`src/rtl/amem_pkg.sv`:
```
package amem_pkg;

    localparam int CNT_W = 6;

    typedef enum logic [2:0] {
        PH_IDLE,
        PH_TURN,
        PH_SETUP,
        PH_STROBE,
        PH_HOLD
    } phase_e;

    // Layout of the timing word, most significant field first.
    typedef struct packed {
        logic       narrow_cs;
        logic       ext_wait;
        logic [3:0] wr_setup;
        logic [5:0] wr_strobe;
        logic [2:0] wr_hold;
        logic [3:0] rd_setup;
        logic [5:0] rd_strobe;
        logic [2:0] rd_hold;
        logic [1:0] turn;
        logic [1:0] width;
    } timing_t;

endpackage

```
`src/rtl/amem_cfg_unpack.sv`:
```
module amem_cfg_unpack
    import amem_pkg::*;
(
    input  logic [31:0]      word_i,
    input  logic             is_wr_i,
    output logic [CNT_W-1:0] setup_o,
    output logic [CNT_W-1:0] strobe_o,
    output logic [CNT_W-1:0] hold_o,
    output logic [CNT_W-1:0] turn_o,
    output logic             wide_o,
    output logic             narrow_cs_o
);
    timing_t t;
    assign t = timing_t'(word_i);

    always_comb begin
        if (is_wr_i) begin
            setup_o  = CNT_W'(t.wr_setup);
            strobe_o = CNT_W'(t.wr_strobe);
            hold_o   = CNT_W'(t.wr_hold);
        end else begin
            setup_o  = CNT_W'(t.rd_setup);
            strobe_o = CNT_W'(t.rd_strobe);
            hold_o   = CNT_W'(t.rd_hold);
        end
        turn_o      = CNT_W'(t.turn);
        wide_o      = (t.width != 2'd0);
        narrow_cs_o = t.narrow_cs;
    end
endmodule

```
`src/rtl/amem_lane.sv`:
```
module amem_lane #(
    parameter int AW = 16
) (
    input  logic [AW-1:2] base_i,
    input  logic [1:0]    beat_i,
    input  logic          wide_i,
    input  logic [31:0]   wdata_i,
    output logic [AW-1:0] addr_o,
    output logic [15:0]   data_o
);
    always_comb begin
        if (wide_i) begin
            addr_o = {base_i, beat_i[0], 1'b0};
            data_o = beat_i[0] ? wdata_i[31:16] : wdata_i[15:0];
        end else begin
            addr_o = {base_i, beat_i};
            data_o = {8'h00, wdata_i[8*beat_i +: 8]};
        end
    end
endmodule

```
`src/rtl/amem_rdy_sync.sv`:
```
module amem_rdy_sync (
    input  logic clk_i,
    input  logic d_i,
    output logic q_o
);
    logic q_q;
    always_ff @(posedge clk_i) q_q <= d_i;
    assign q_o = q_q;
endmodule

```
`src/rtl/amem_seq.sv`:
```
module amem_seq
    import amem_pkg::*;
#(
    parameter int          AW       = 16,
    parameter logic [AW-1:0] CS2_MASK = AW'(16'h4000),
    parameter int          ALE_BIT  = 3,
    parameter int          CLE_BIT  = 4
) (
    input  logic          clk_i,
    input  logic          rst_ni,
    input  logic [31:0]   cfg_i,
    input  logic          req_i,
    input  logic          req_we_i,
    input  logic [AW-1:0] req_addr_i,
    input  logic [31:0]   req_wdata_i,
    output logic          ack_o,
    output logic [31:0]   rdata_o,
    output logic [1:0]    mem_cs_n_o,
    output logic          mem_oe_n_o,
    output logic          mem_we_n_o,
    output logic [AW-1:0] mem_addr_o,
    output logic [15:0]   mem_dout_o,
    output logic          mem_dout_en_o,
    input  logic [15:0]   mem_din_i,
    output logic          nand_cle_o,
    output logic          nand_ale_o,
    input  logic          rdy_i,
    output logic          rdy_o
);
    typedef struct packed {
        phase_e           ph;
        logic [CNT_W-1:0] cnt;
        logic [1:0]       beat;
        logic             wr;
        logic [AW-1:0]    addr;
        logic [31:0]      wdata;
        logic [31:0]      rdata;
        logic [31:0]      cfg;
        logic             last_rd;
        logic             ack;
    } seq_t;

    seq_t q, d;

    logic             idle;
    logic [31:0]      dec_word;
    logic             dec_wr;
    logic [CNT_W-1:0] t_setup, t_strobe, t_hold, t_turn;
    logic             wide, narrow_cs;
    logic             last_beat;

    assign idle     = (q.ph == PH_IDLE);
    assign dec_word = idle ? cfg_i    : q.cfg;
    assign dec_wr   = idle ? req_we_i : q.wr;

    amem_cfg_unpack u_unpack (
        .word_i      (dec_word),
        .is_wr_i     (dec_wr),
        .setup_o     (t_setup),
        .strobe_o    (t_strobe),
        .hold_o      (t_hold),
        .turn_o      (t_turn),
        .wide_o      (wide),
        .narrow_cs_o (narrow_cs)
    );

    always_comb begin
        d         = q;
        d.ack     = 1'b0;
        last_beat = wide ? q.beat[0] : (q.beat == 2'd3);
        unique case (q.ph)
            PH_IDLE: begin
                if (req_i && !q.ack) begin
                    d.wr    = req_we_i;
                    d.addr  = req_addr_i;
                    d.wdata = req_wdata_i;
                    d.cfg   = cfg_i;
                    d.beat  = 2'd0;
                    d.rdata = '0;
                    if (q.last_rd) begin
                        d.ph  = PH_TURN;
                        d.cnt = t_turn;
                    end else begin
                        d.ph  = PH_SETUP;
                        d.cnt = t_setup;
                    end
                end
            end
            PH_TURN: begin
                if (q.cnt == '0) begin
                    d.ph  = PH_SETUP;
                    d.cnt = t_setup;
                end else begin
                    d.cnt = q.cnt - 1'b1;
                end
            end
            PH_SETUP: begin
                if (q.cnt == '0) begin
                    d.ph  = PH_STROBE;
                    d.cnt = t_strobe;
                end else begin
                    d.cnt = q.cnt - 1'b1;
                end
            end
            PH_STROBE: begin
                if (q.cnt == '0) begin
                    if (!q.wr) begin
                        if (wide) d.rdata[16*q.beat[0] +: 16] = mem_din_i;
                        else      d.rdata[8*q.beat +: 8]      = mem_din_i[7:0];
                    end
                    d.ph  = PH_HOLD;
                    d.cnt = t_hold;
                end else begin
                    d.cnt = q.cnt - 1'b1;
                end
            end
            PH_HOLD: begin
                if (q.cnt == '0) begin
                    if (last_beat) begin
                        d.ph      = PH_IDLE;
                        d.ack     = 1'b1;
                        d.last_rd = !q.wr;
                    end else begin
                        d.beat = q.beat + 2'd1;
                        if (!q.wr) begin
                            d.ph  = PH_TURN;
                            d.cnt = t_turn;
                        end else begin
                            d.ph  = PH_SETUP;
                            d.cnt = t_setup;
                        end
                    end
                end else begin
                    d.cnt = q.cnt - 1'b1;
                end
            end
            default: d.ph = PH_IDLE;
        endcase
    end

    always_ff @(posedge clk_i or negedge rst_ni) begin
        if (!rst_ni) q <= '0;
        else         q <= d;
    end

    logic active, strobing, cs_on, use_cs2;

    assign active   = (q.ph == PH_SETUP) || (q.ph == PH_STROBE) || (q.ph == PH_HOLD);
    assign strobing = (q.ph == PH_STROBE);
    assign cs_on    = narrow_cs ? strobing : active;
    assign use_cs2  = |(q.addr & CS2_MASK);

    amem_lane #(.AW(AW)) u_lane (
        .base_i  (q.addr[AW-1:2]),
        .beat_i  (q.beat),
        .wide_i  (wide),
        .wdata_i (q.wdata),
        .addr_o  (mem_addr_o),
        .data_o  (mem_dout_o)
    );

    amem_rdy_sync u_rdy (
        .clk_i (clk_i),
        .d_i   (rdy_i),
        .q_o   (rdy_o)
    );

    assign mem_cs_n_o    = {~(cs_on & use_cs2), ~(cs_on & ~use_cs2)};
    assign mem_oe_n_o    = ~(strobing & ~q.wr);
    assign mem_we_n_o    = ~(strobing & q.wr);
    assign mem_dout_en_o = active & q.wr;
    assign nand_cle_o    = active & q.addr[CLE_BIT];
    assign nand_ale_o    = active & q.addr[ALE_BIT];
    assign ack_o         = q.ack;
    assign rdata_o       = q.rdata;
endmodule

```
`config.mk`:
```
export PLATFORM = sky130hd
export DESIGN_NAME = amem_seq
export DESIGN_NICKNAME = d
export VERILOG_FILES = /design/src/rtl/amem_pkg.sv /design/src/rtl/amem_cfg_unpack.sv /design/src/rtl/amem_lane.sv /design/src/rtl/amem_rdy_sync.sv /design/src/rtl/amem_seq.sv
export SDC_FILE = /design/constraint.sdc
export NUM_CORES = 1
export LEC_CHECK = 0
export BUFFER_PORTS_ARGS = -buffer_cell sky130_fd_sc_hd__buf_2
export CAP_MARGIN = 20
export CORE_AREA = 8 8 125 127
export CTS_CLUSTER_DIAMETER = 150
export DETAILED_ROUTE_END_ITERATION = 10
export DIE_AREA = 0 0 133 135
export GPL_TIMING_DRIVEN = 0
export PLACE_DENSITY_LB_ADDON = 0.2
export SYNTH_ARGS = -nofsm -noshare
export SYNTH_HDL_FRONTEND = slang
export SYNTH_SLANG_ARGS = --single-unit
```
`constraint.sdc`:
```
create_clock -name clk_i -period 7.5 [get_ports clk_i]
set_input_delay 1.5 -clock clk_i [delete_from_list [all_inputs] [get_ports clk_i]]
set_output_delay 1.5 -clock clk_i [all_outputs]
set_load 0.03 [all_outputs]
```
==> reports/metrics.cfg, run 1 <==
[power_and_ir_drop]
power.switching_fraction_pct=43.1
cellInternalPower_w=0.00223
seqPwrFrac_pct=29.3
power.share.clock_pct=20.8
leakage_nw=4.44
power.switching_w=0.00169
total_power_w=0.00393
p_per_area_nw_per_um2=457
logic_pwr_share_pct=49.8
worst_ir_drop_vdd_uv=259

[synthesis]
ys_seq_elements=124
synth-edff-count=0
yosysWarnings=0
synth_cell_types=76
synth_seq_area_share_pct=44.9
netlist.area_leader.share_pct=44.6
postSynth.asyncResetShare_pct=99.2
synth.largest_area_cell=sky130_fd_sc_hd__dfrtp_1
synth-main-ff-cell=sky130_fd_sc_hd__dfrtp_1
syn-instance-count=727
postSynthNetCount=833
netlist_area_pre_place_um2=6900
syn_area_per_cell_um2=9.49
ys_top_cells_by_area=sky130_fd_sc_hd__dfrtp_1 45%, sky130_fd_sc_hd__nand2_1 12%, sky130_fd_sc_hd__mux2i_1 6.1%

[cells_and_area]
post_route_cells_drive_above_1_share_pct=33.9
antenna_cells=0
multi_input_area_um2=3220
ff_latch_area_um2=3100
design_area_um2=8590
area_delta_synth_final_pct=24.6
fillers=1214
finish.net_count=1022

[timing]
period_share_pct=62.3
setup_total_negative_slack_ns=0
worst_slew_pin_slew_ns=0.841
report.final.slew_viol_count=0
worst_slack_ns=2.82
timing.fmax_ghz=0.214
finClkSkew_ns=0.00659
worst_slew_margin_rel_pct=43.8
report.final.setup_viol=0
finalWorstPathRequiredPeriod_ns=4.68
number_of_hold_violations_in_the_final_report=0
grt_setup_unrepaired=false

[clock_tree]
cts.sinks=124
worst_skew_pair.late_latency_ns=0.42
ctsLongestPathBuffers=2
cts_setup_buffers=0
clk_transition_reported_paths_ns=0.06
cts_made_buffers=17
cts.htree.levels=4
hold_bufs_inserted_after_cts=0
post_cts_resized=0
tritoncts=done
clockRootBuffer=sky130_fd_sc_hd__clkbuf_16

[placement]
place.gp.congestion=0.913
dp_hpwl_mm=13.9
place_area_um2=8010
numPortBuffers=169
post-place-ws_ns=2.82

[floorplan]
num_rows=43
coreArea_um2=13600
io_pins=174
fp.dieArea_um2=18000
die_height_um=135
die_width_um=133
effective_utilization_at_floorplan_pct=50.7

[grt]
first_global_vias=6204
met1_usage_pct=27.4
grt_max_degree=74
gr-usage-met2_pct=34.5
grt_util_all_layers_pct=21.7
number_of_antenna_violations_at_the_first_check_in_global_routing=0
grt_most_used_layer=met2
use_met3_pct=6.61
global_route_wire_length_before_repair_mm=31.4
globalRouteOverflowTotal=0

[setup_path]
worst_path_max_fanout=6
cp_data_required_time_ns=6.00
critical_path_class=primary input to output port
worst-endpoint-arrival_ns=3.18
critical_path.endpoint_type=output port
timing.critical_path.from_type=primary input
r2r.worst_path.cells=7

[job]
max_cap_viol_count=0

[detailed_routing]
viasPerCell=5.28
drt_wl_total_mm=18.9
total_drc_errors_in_the_routed_layout=0
postRouteAntennaNets=0
average_wire_per_cell_in_the_routed_design_um=17.1
detailroute.via_count=5854
drt_first_iter_violations=430
drt_pass1_iterations=5

[run_status]
run_status=finished, final reports clean

[worst_hold_path]
whs_path_depth=2
hp_class=register to register

-- flip-flops by register name, indices dropped and copies added (netlist names) --
signal     count
ack_o          1
q             90
rdata_o       32
u_rdy.q_o      1
-- kinds of logic (layout without fill, tap and decap cells) --
logic type | Yosys count | after routing | synth area share (%)
AO/OA/AOI/OAI | 111 | 111 | 13.0
XOR/XNOR | 3 | 3 | 0.381
adder cells (fa/ha/maj) | 5 | 5 | 0.907
buffers and inverters | 101 | 303 | 8.43
flip-flops | 124 | 124 | 44.9
multiplexers | 81 | 81 | 12.8
AND/OR/NAND/NOR | 302 | 302 | 19.5
-- placed cells by master (no fill, tap or decap), types with 3 or more instances in the layout --
master and instances:
sky130_fd_sc_hd__nor2b_1 6, sky130_fd_sc_hd__nand2b_1 5, sky130_fd_sc_hd__clkbuf_1 18, sky130_fd_sc_hd__nand3_1 3
sky130_fd_sc_hd__clkbuf_8 3, sky130_fd_sc_hd__nand2_1 228, sky130_fd_sc_hd__a21oi_1 12, sky130_fd_sc_hd__o22ai_1 3
sky130_fd_sc_hd__a211oi_1 3, sky130_fd_sc_hd__clkbuf_16 17, sky130_fd_sc_hd__a31oi_1 3, sky130_fd_sc_hd__buf_1 9
sky130_fd_sc_hd__a311oi_1 4, sky130_fd_sc_hd__nor3b_1 5, sky130_fd_sc_hd__nor3_2 3, sky130_fd_sc_hd__inv_1 18
sky130_fd_sc_hd__mux2_2 34, sky130_fd_sc_hd__nor3_1 6, sky130_fd_sc_hd__o21ai_0 13, sky130_fd_sc_hd__nor2_1 23
sky130_fd_sc_hd__o211ai_1 5, sky130_fd_sc_hd__clkinv_2 3, sky130_fd_sc_hd__dfrtp_1 123, sky130_fd_sc_hd__o2bb2ai_1 6
sky130_fd_sc_hd__buf_2 177, sky130_fd_sc_hd__a222oi_1 3, sky130_fd_sc_hd__a211o_1 3, sky130_fd_sc_hd__buf_4 47
sky130_fd_sc_hd__o21a_1 4, sky130_fd_sc_hd__clkinvlp_4 3, sky130_fd_sc_hd__a22o_1 26, sky130_fd_sc_hd__o31ai_1 3
sky130_fd_sc_hd__buf_6 3, sky130_fd_sc_hd__mux2i_1 42, sky130_fd_sc_hd__ha_1 5
-- worst max-delay path: stages --
cell	delay, ns
sky130_fd_sc_hd__buf_2	0.12
sky130_fd_sc_hd__o21a_1	0.19
sky130_fd_sc_hd__mux2i_1	0.55
sky130_fd_sc_hd__o21ai_0	0.29
sky130_fd_sc_hd__a211o_1	0.35
sky130_fd_sc_hd__buf_2	0.18
-- power by group through the flow --
| stage | clock (W) | combinational [W] | sequential, W |
|---|---|---|---|
| finish | 0.000818 | 0.00196 | 0.00115 |
| global route | 0.000859 | 0.00214 | 0.00119 |
| CTS | 0.000827 | 0.00197 | 0.00115 |
| detailed placement | 0 | 0.00196 | 0.00116 |
| global placement | 0 | 0.00194 | 0.00115 |
| floorplan | 0 | 0.00150 | 0.00109 |
-- area by class of cell --
cell class	instances	share of cell area (%)
inverters	18	0.786
flip-flops and latches	124	36.0
multi-input cells	502	37.5
clock inverters	10	1.34
well taps	180	2.62
clock buffers	22	5.52
plain buffers	83	5.98
repair buffers	170	10.2
-- synth_stat cells, drive strengths merged, types with 6 or more instances --
| cell type | n |
|---|---|
| nor2b | 6 |
| o2bb2ai | 6 |
| o21ai | 13 |
| inv | 18 |
| nor2 | 24 |
| clkbuf | 16 |
| buf | 67 |
| nand2 | 229 |
| mux2i | 43 |
| nor3 | 10 |
| nand2b | 6 |
| dfrtp | 123 |
| a21oi | 14 |
| a22o | 27 |
| mux2 | 37 |
-- layer usage --
metal / share of wire, % / up-vias
met5: 0 / -
met4: 1.6 / 0
met3: 7.4 / 28
met2: 47 / 205
met1: 44 / 2777
li1: - / 2844
-- metrics by stage --
stage          util [%]  instances  hold slack, ns
2_1_floorplan         -        727           0.438
3_3_place_gp       58.6       1076           0.456
3_5_place_dp       58.8       1077           0.454
4_1_cts            63.1       1109           0.470
5_1_grt            63.1       1109           0.496
6_report           63.1       1109           0.470
-- path summary, 6_finish.rpt --
| path | end | from | slack, ns |
|---|---|---|---|
| min in group asynchronous | q[31] | rst_ni | 1.03 |
| worst min-delay path | q[13] | q[13] | 0.47 |
| max in group asynchronous | q[66] | rst_ni | 5.75 |
| worst max-delay path | mem_dout_o[1] | cfg_i[0] | 2.82 |
| worst max register to register | rdata_o[18] | q[116] | 4.85 |
| worst min register to register | q[13] | q[13] | 0.47 |
Note: power is estimated with default switching activity, not from simulation.
==> run 2: changes to the inputs <==
- ABC_AREA: not set -> 1
- CORE_AREA: 8 8 125 127 -> 8 8 126 128
- DIE_AREA: 0 0 133 135 -> 0 0 134 136
- clock period: 7.5 -> 4.55 ns (I/O delays scaled with it)
==> reports/metrics.cfg, run 2 <==
[run_status]
run_status=finished, final reports clean

[setup_path]
worst_path_max_fanout=10  ; +4
r2r-start=q[115]
r2r_setup_slack_ns=2.00  ; -2.85 ns
cell_repeated_most_along_the_worst_path=sky130_fd_sc_hd__nand2_1
critical_path.endpoint_type=output port
critical_path_class=register to output port
regToRegEndpoint=rdata_o[15]
critical-path-max-stage-delay_ns=0.45  ; -0.10 ns
critPathSlowestCell=sky130_fd_sc_hd__dfrtp_1
cp_data_required_time_ns=3.64  ; -2.36 ns
timing.critical_path.from_type=register
worst-endpoint-arrival_ns=2.59  ; -0.59 ns
r2r.worst_path.cells=11  ; +4
crit_chain=nor2_4, nand2_2, nand2_1, nand2_4, nand2_1, clkbuf_1, nand3_1, o2111ai_1, buf_2

[grt]
first_global_vias=6702  ; +8.0%
number_of_antenna_violations_at_the_first_check_in_global_routing=1  ; +1
grt_util_all_layers_pct=22.3  ; +0.61 points
global_route_wire_length_before_repair_mm=32.4  ; +3.1%
globalRouteOverflowTotal=0  ; unchanged
grt_max_degree=78  ; +5.4%

[job]
max_cap_viol_count=0  ; unchanged

[cells_and_area]
count_of_non_filler_cells_in_the_finished_layout=1348  ; +22%
post_route_cells_drive_above_1_share_pct=25.2  ; -8.7 points
ff_latch_area_um2=3100  ; unchanged
fillers=1361  ; +12%
largest_reg_flops=90  ; unchanged
max_flop_register=q
finish.net_count=1257  ; +23%
antenna_cells=0  ; unchanged
multi_input_area_um2=3000  ; -6.8%
final_cell_mix=343 x sky130_fd_sc_hd__nand2_1, 179 x sky130_fd_sc_hd__buf_2, 123 x sky130_fd_sc_hd__dfrtp_1, 93 x sky130_fd_sc_hd__inv_1, 90 x sky130_fd_sc_hd__o21ai_0
commonest_non_fill_non_tap_cell_in_the_layout=sky130_fd_sc_hd__nand2_1
area_delta_synth_final_pct=24.0

[synthesis]
yosysWarnings=0  ; unchanged
synthMostInstantiatedCell=sky130_fd_sc_hd__nand2_1
syn-instance-count=961  ; +32%
postSynth.asyncResetShare_pct=99.2  ; unchanged
postSynthNetCount=1067  ; +28%
synth-edff-count=0  ; unchanged
synth.largest_area_cell=sky130_fd_sc_hd__dfrtp_1
syn_area_per_cell_um2=7.29  ; -23%
synth_seq_area_share_pct=44.2  ; -0.70 points
synth-main-ff-cell=sky130_fd_sc_hd__dfrtp_1
netlist_area_pre_place_um2=7010  ; +1.6%
synth_cell_types=40  ; -47%
ys_seq_elements=124  ; unchanged
synth.cells.most_frequent=343 x sky130_fd_sc_hd__nand2_1, 123 x sky130_fd_sc_hd__dfrtp_1, 93 x sky130_fd_sc_hd__inv_1
ys_top_cells_by_area=sky130_fd_sc_hd__dfrtp_1 44%, sky130_fd_sc_hd__nand2_1 18%, sky130_fd_sc_hd__o21ai_0 6.4%
netlist.area_leader.share_pct=43.9  ; -0.69 points

[clock_tree]
cts.htree.levels=4  ; unchanged
clockRootBuffer=sky130_fd_sc_hd__clkbuf_16
cts.sinks=124  ; unchanged
clk_transition_reported_paths_ns=0.06  ; about the same
hold_bufs_inserted_after_cts=0  ; unchanged
post_cts_resized=0  ; unchanged
cts_setup_buffers=0  ; unchanged
worst_skew_pair.late_latency_ns=0.42  ; about the same
tritoncts=done
cts_made_buffers=17  ; unchanged
ctsLongestPathBuffers=2  ; unchanged

[placement]
numPortBuffers=170  ; +0.59%
place.gp.congestion=0.866  ; -5.2%
dp_hpwl_mm=15.1  ; +8.6%
numPlacedInstances=1316  ; +22%

[power_and_ir_drop]
power.switching_w=0.00309  ; +83%
leakage_nw=4.77  ; +7.5%
power.share.clock_pct=19.8  ; -1.0 points
logic_pwr_share_pct=52.4  ; +2.6 points
power.switching_fraction_pct=47.5  ; +4.4 points
seqPwrFrac_pct=27.8  ; -1.5 points
worst_ir_drop_vdd_uv=410  ; +58%
p_per_area_nw_per_um2=748  ; +64%
cellInternalPower_w=0.00341  ; +53%

[floorplan]
num_rows=44  ; +2.3%
effective_utilization_at_floorplan_pct=49.9  ; -0.77 points
die_width_um=134  ; +0.75%
fp.dieArea_um2=18200  ; +1.5%
die_height_um=136  ; +0.74%
coreArea_um2=14000  ; +3.1%
io_pins=174  ; unchanged

[detailed_routing]
postRouteAntennaNets=0  ; unchanged
total_drc_errors_in_the_routed_layout=0  ; unchanged
drt_wl_total_mm=20.2  ; +6.9%
drt_first_iter_violations=587  ; +37%
average_wire_per_cell_in_the_routed_design_um=15.0  ; -12%
drt_pass1_iterations=6  ; +1
detailroute.via_count=6868  ; +17%
viasPerCell=5.09  ; -3.5%

[timing]
timing.fmax_ghz=0.286
finalWorstPathRequiredPeriod_ns=3.50
grt_setup_unrepaired=false
worst_slew_pin_slew_ns=0.731  ; -0.110 ns
period_share_pct=76.9
report.final.slew_viol_count=0  ; unchanged
finClkSkew_ns=0.0106  ; +0.00396 ns
setup_total_negative_slack_ns=0  ; unchanged
report.final.setup_viol=0  ; unchanged
worst_slew_margin_rel_pct=51.1  ; +7.3 points
number_of_hold_violations_in_the_final_report=0  ; unchanged

[worst_hold_path]
hp_class=primary input to async pin

-- run 2: cell types whose count changed after synthesis, moves of 26 or more --
cell,change
sky130_fd_sc_hd__nand2_1,+115
sky130_fd_sc_hd__nand3_1,+77
sky130_fd_sc_hd__a22o_1,-26
sky130_fd_sc_hd__inv_1,+75
sky130_fd_sc_hd__mux2_2,-34
sky130_fd_sc_hd__mux2i_1,-42
sky130_fd_sc_hd__o21ai_0,+77
-- run 2: worst max-delay path by stage --
| stage | startpoint | endpoint | cells past startpoint |
|---|---|---|---|
| after floorplan | cfg_i[1] | mem_dout_o[0] | 6 |
| after global placement | rst_ni | rdata_o[29] | 1 |
| after detailed placement | cfg_i[1] | mem_dout_o[2] | 9 |
| after CTS | q[123] | mem_dout_o[2] | 9 |
| after global routing | q[123] | mem_dout_o[2] | 9 |
| final | q[123] | mem_dout_o[2] | 9 |
-- run 2: metrics by stage --
stage	hold slack [ns]	power (W)	util (%)	cell area [µm²]	setup WS, ns
2_1_floorplan	0.441	0.00425	-	7010	1.56
3_3_place_gp	0.463	0.00514	57.6	8090	0.970
3_5_place_dp	0.466	0.00519	57.9	8120	1.24
4_1_cts	0.420	0.00652	61.9	8690	1.08
5_1_grt	0.445	0.00699	61.9	8690	0.920
6_report	0.416	0.00650	61.9	8690	1.05
-- run 2: metal layers --
layer	vias up	share of wire [%]	global-route usage, %
met5	-	0.064	0
met4	2	2.2	9.23
met1	3153	45	28.2
met2	258	45	35.2
met3	41	8.3	6.36
li1	3414	-	-
-- run 2: area by class of cell --
type,count,area share [%]
multi-input combinational,649,34.5
timing repair buffer,171,10.2
buffer,86,6.02
clock buffer,19,5.21
sequential,124,35.6
inverter,102,4.46
tap,184,2.65
clock inverter,13,1.35
-- run 2: cell families after synthesis --
kind of cell	share of synthesized area (%)
fa+ha+maj	0.893
compound gates	11.2
flops	44.2
simple gates	30.3
buf+inv	13.0
xor+xnor	0.500
-- run 2: worst max-delay path, delay by kind of cell, from the launching register on --
family | cells | cell delay [ns]
and+or+nand+nor | 6 | 0.85
DFF | 1 | 0.45
AOI/OAI and AO/OA | 1 | 0.17
buffers and inverters | 2 | 0.68
-- run 2: power by group through the flow --
| stage | clock network (W) | registers [W] | logic [W] |
|---|---|---|---|
| finish | 0.00129 | 0.00181 | 0.00341 |
| global route | 0.00135 | 0.00185 | 0.00379 |
| CTS | 0.00130 | 0.00180 | 0.00341 |
| detailed placement | 0 | 0.00181 | 0.00339 |
| global placement | 0 | 0.00181 | 0.00333 |
| floorplan | 0 | 0.00175 | 0.00251 |
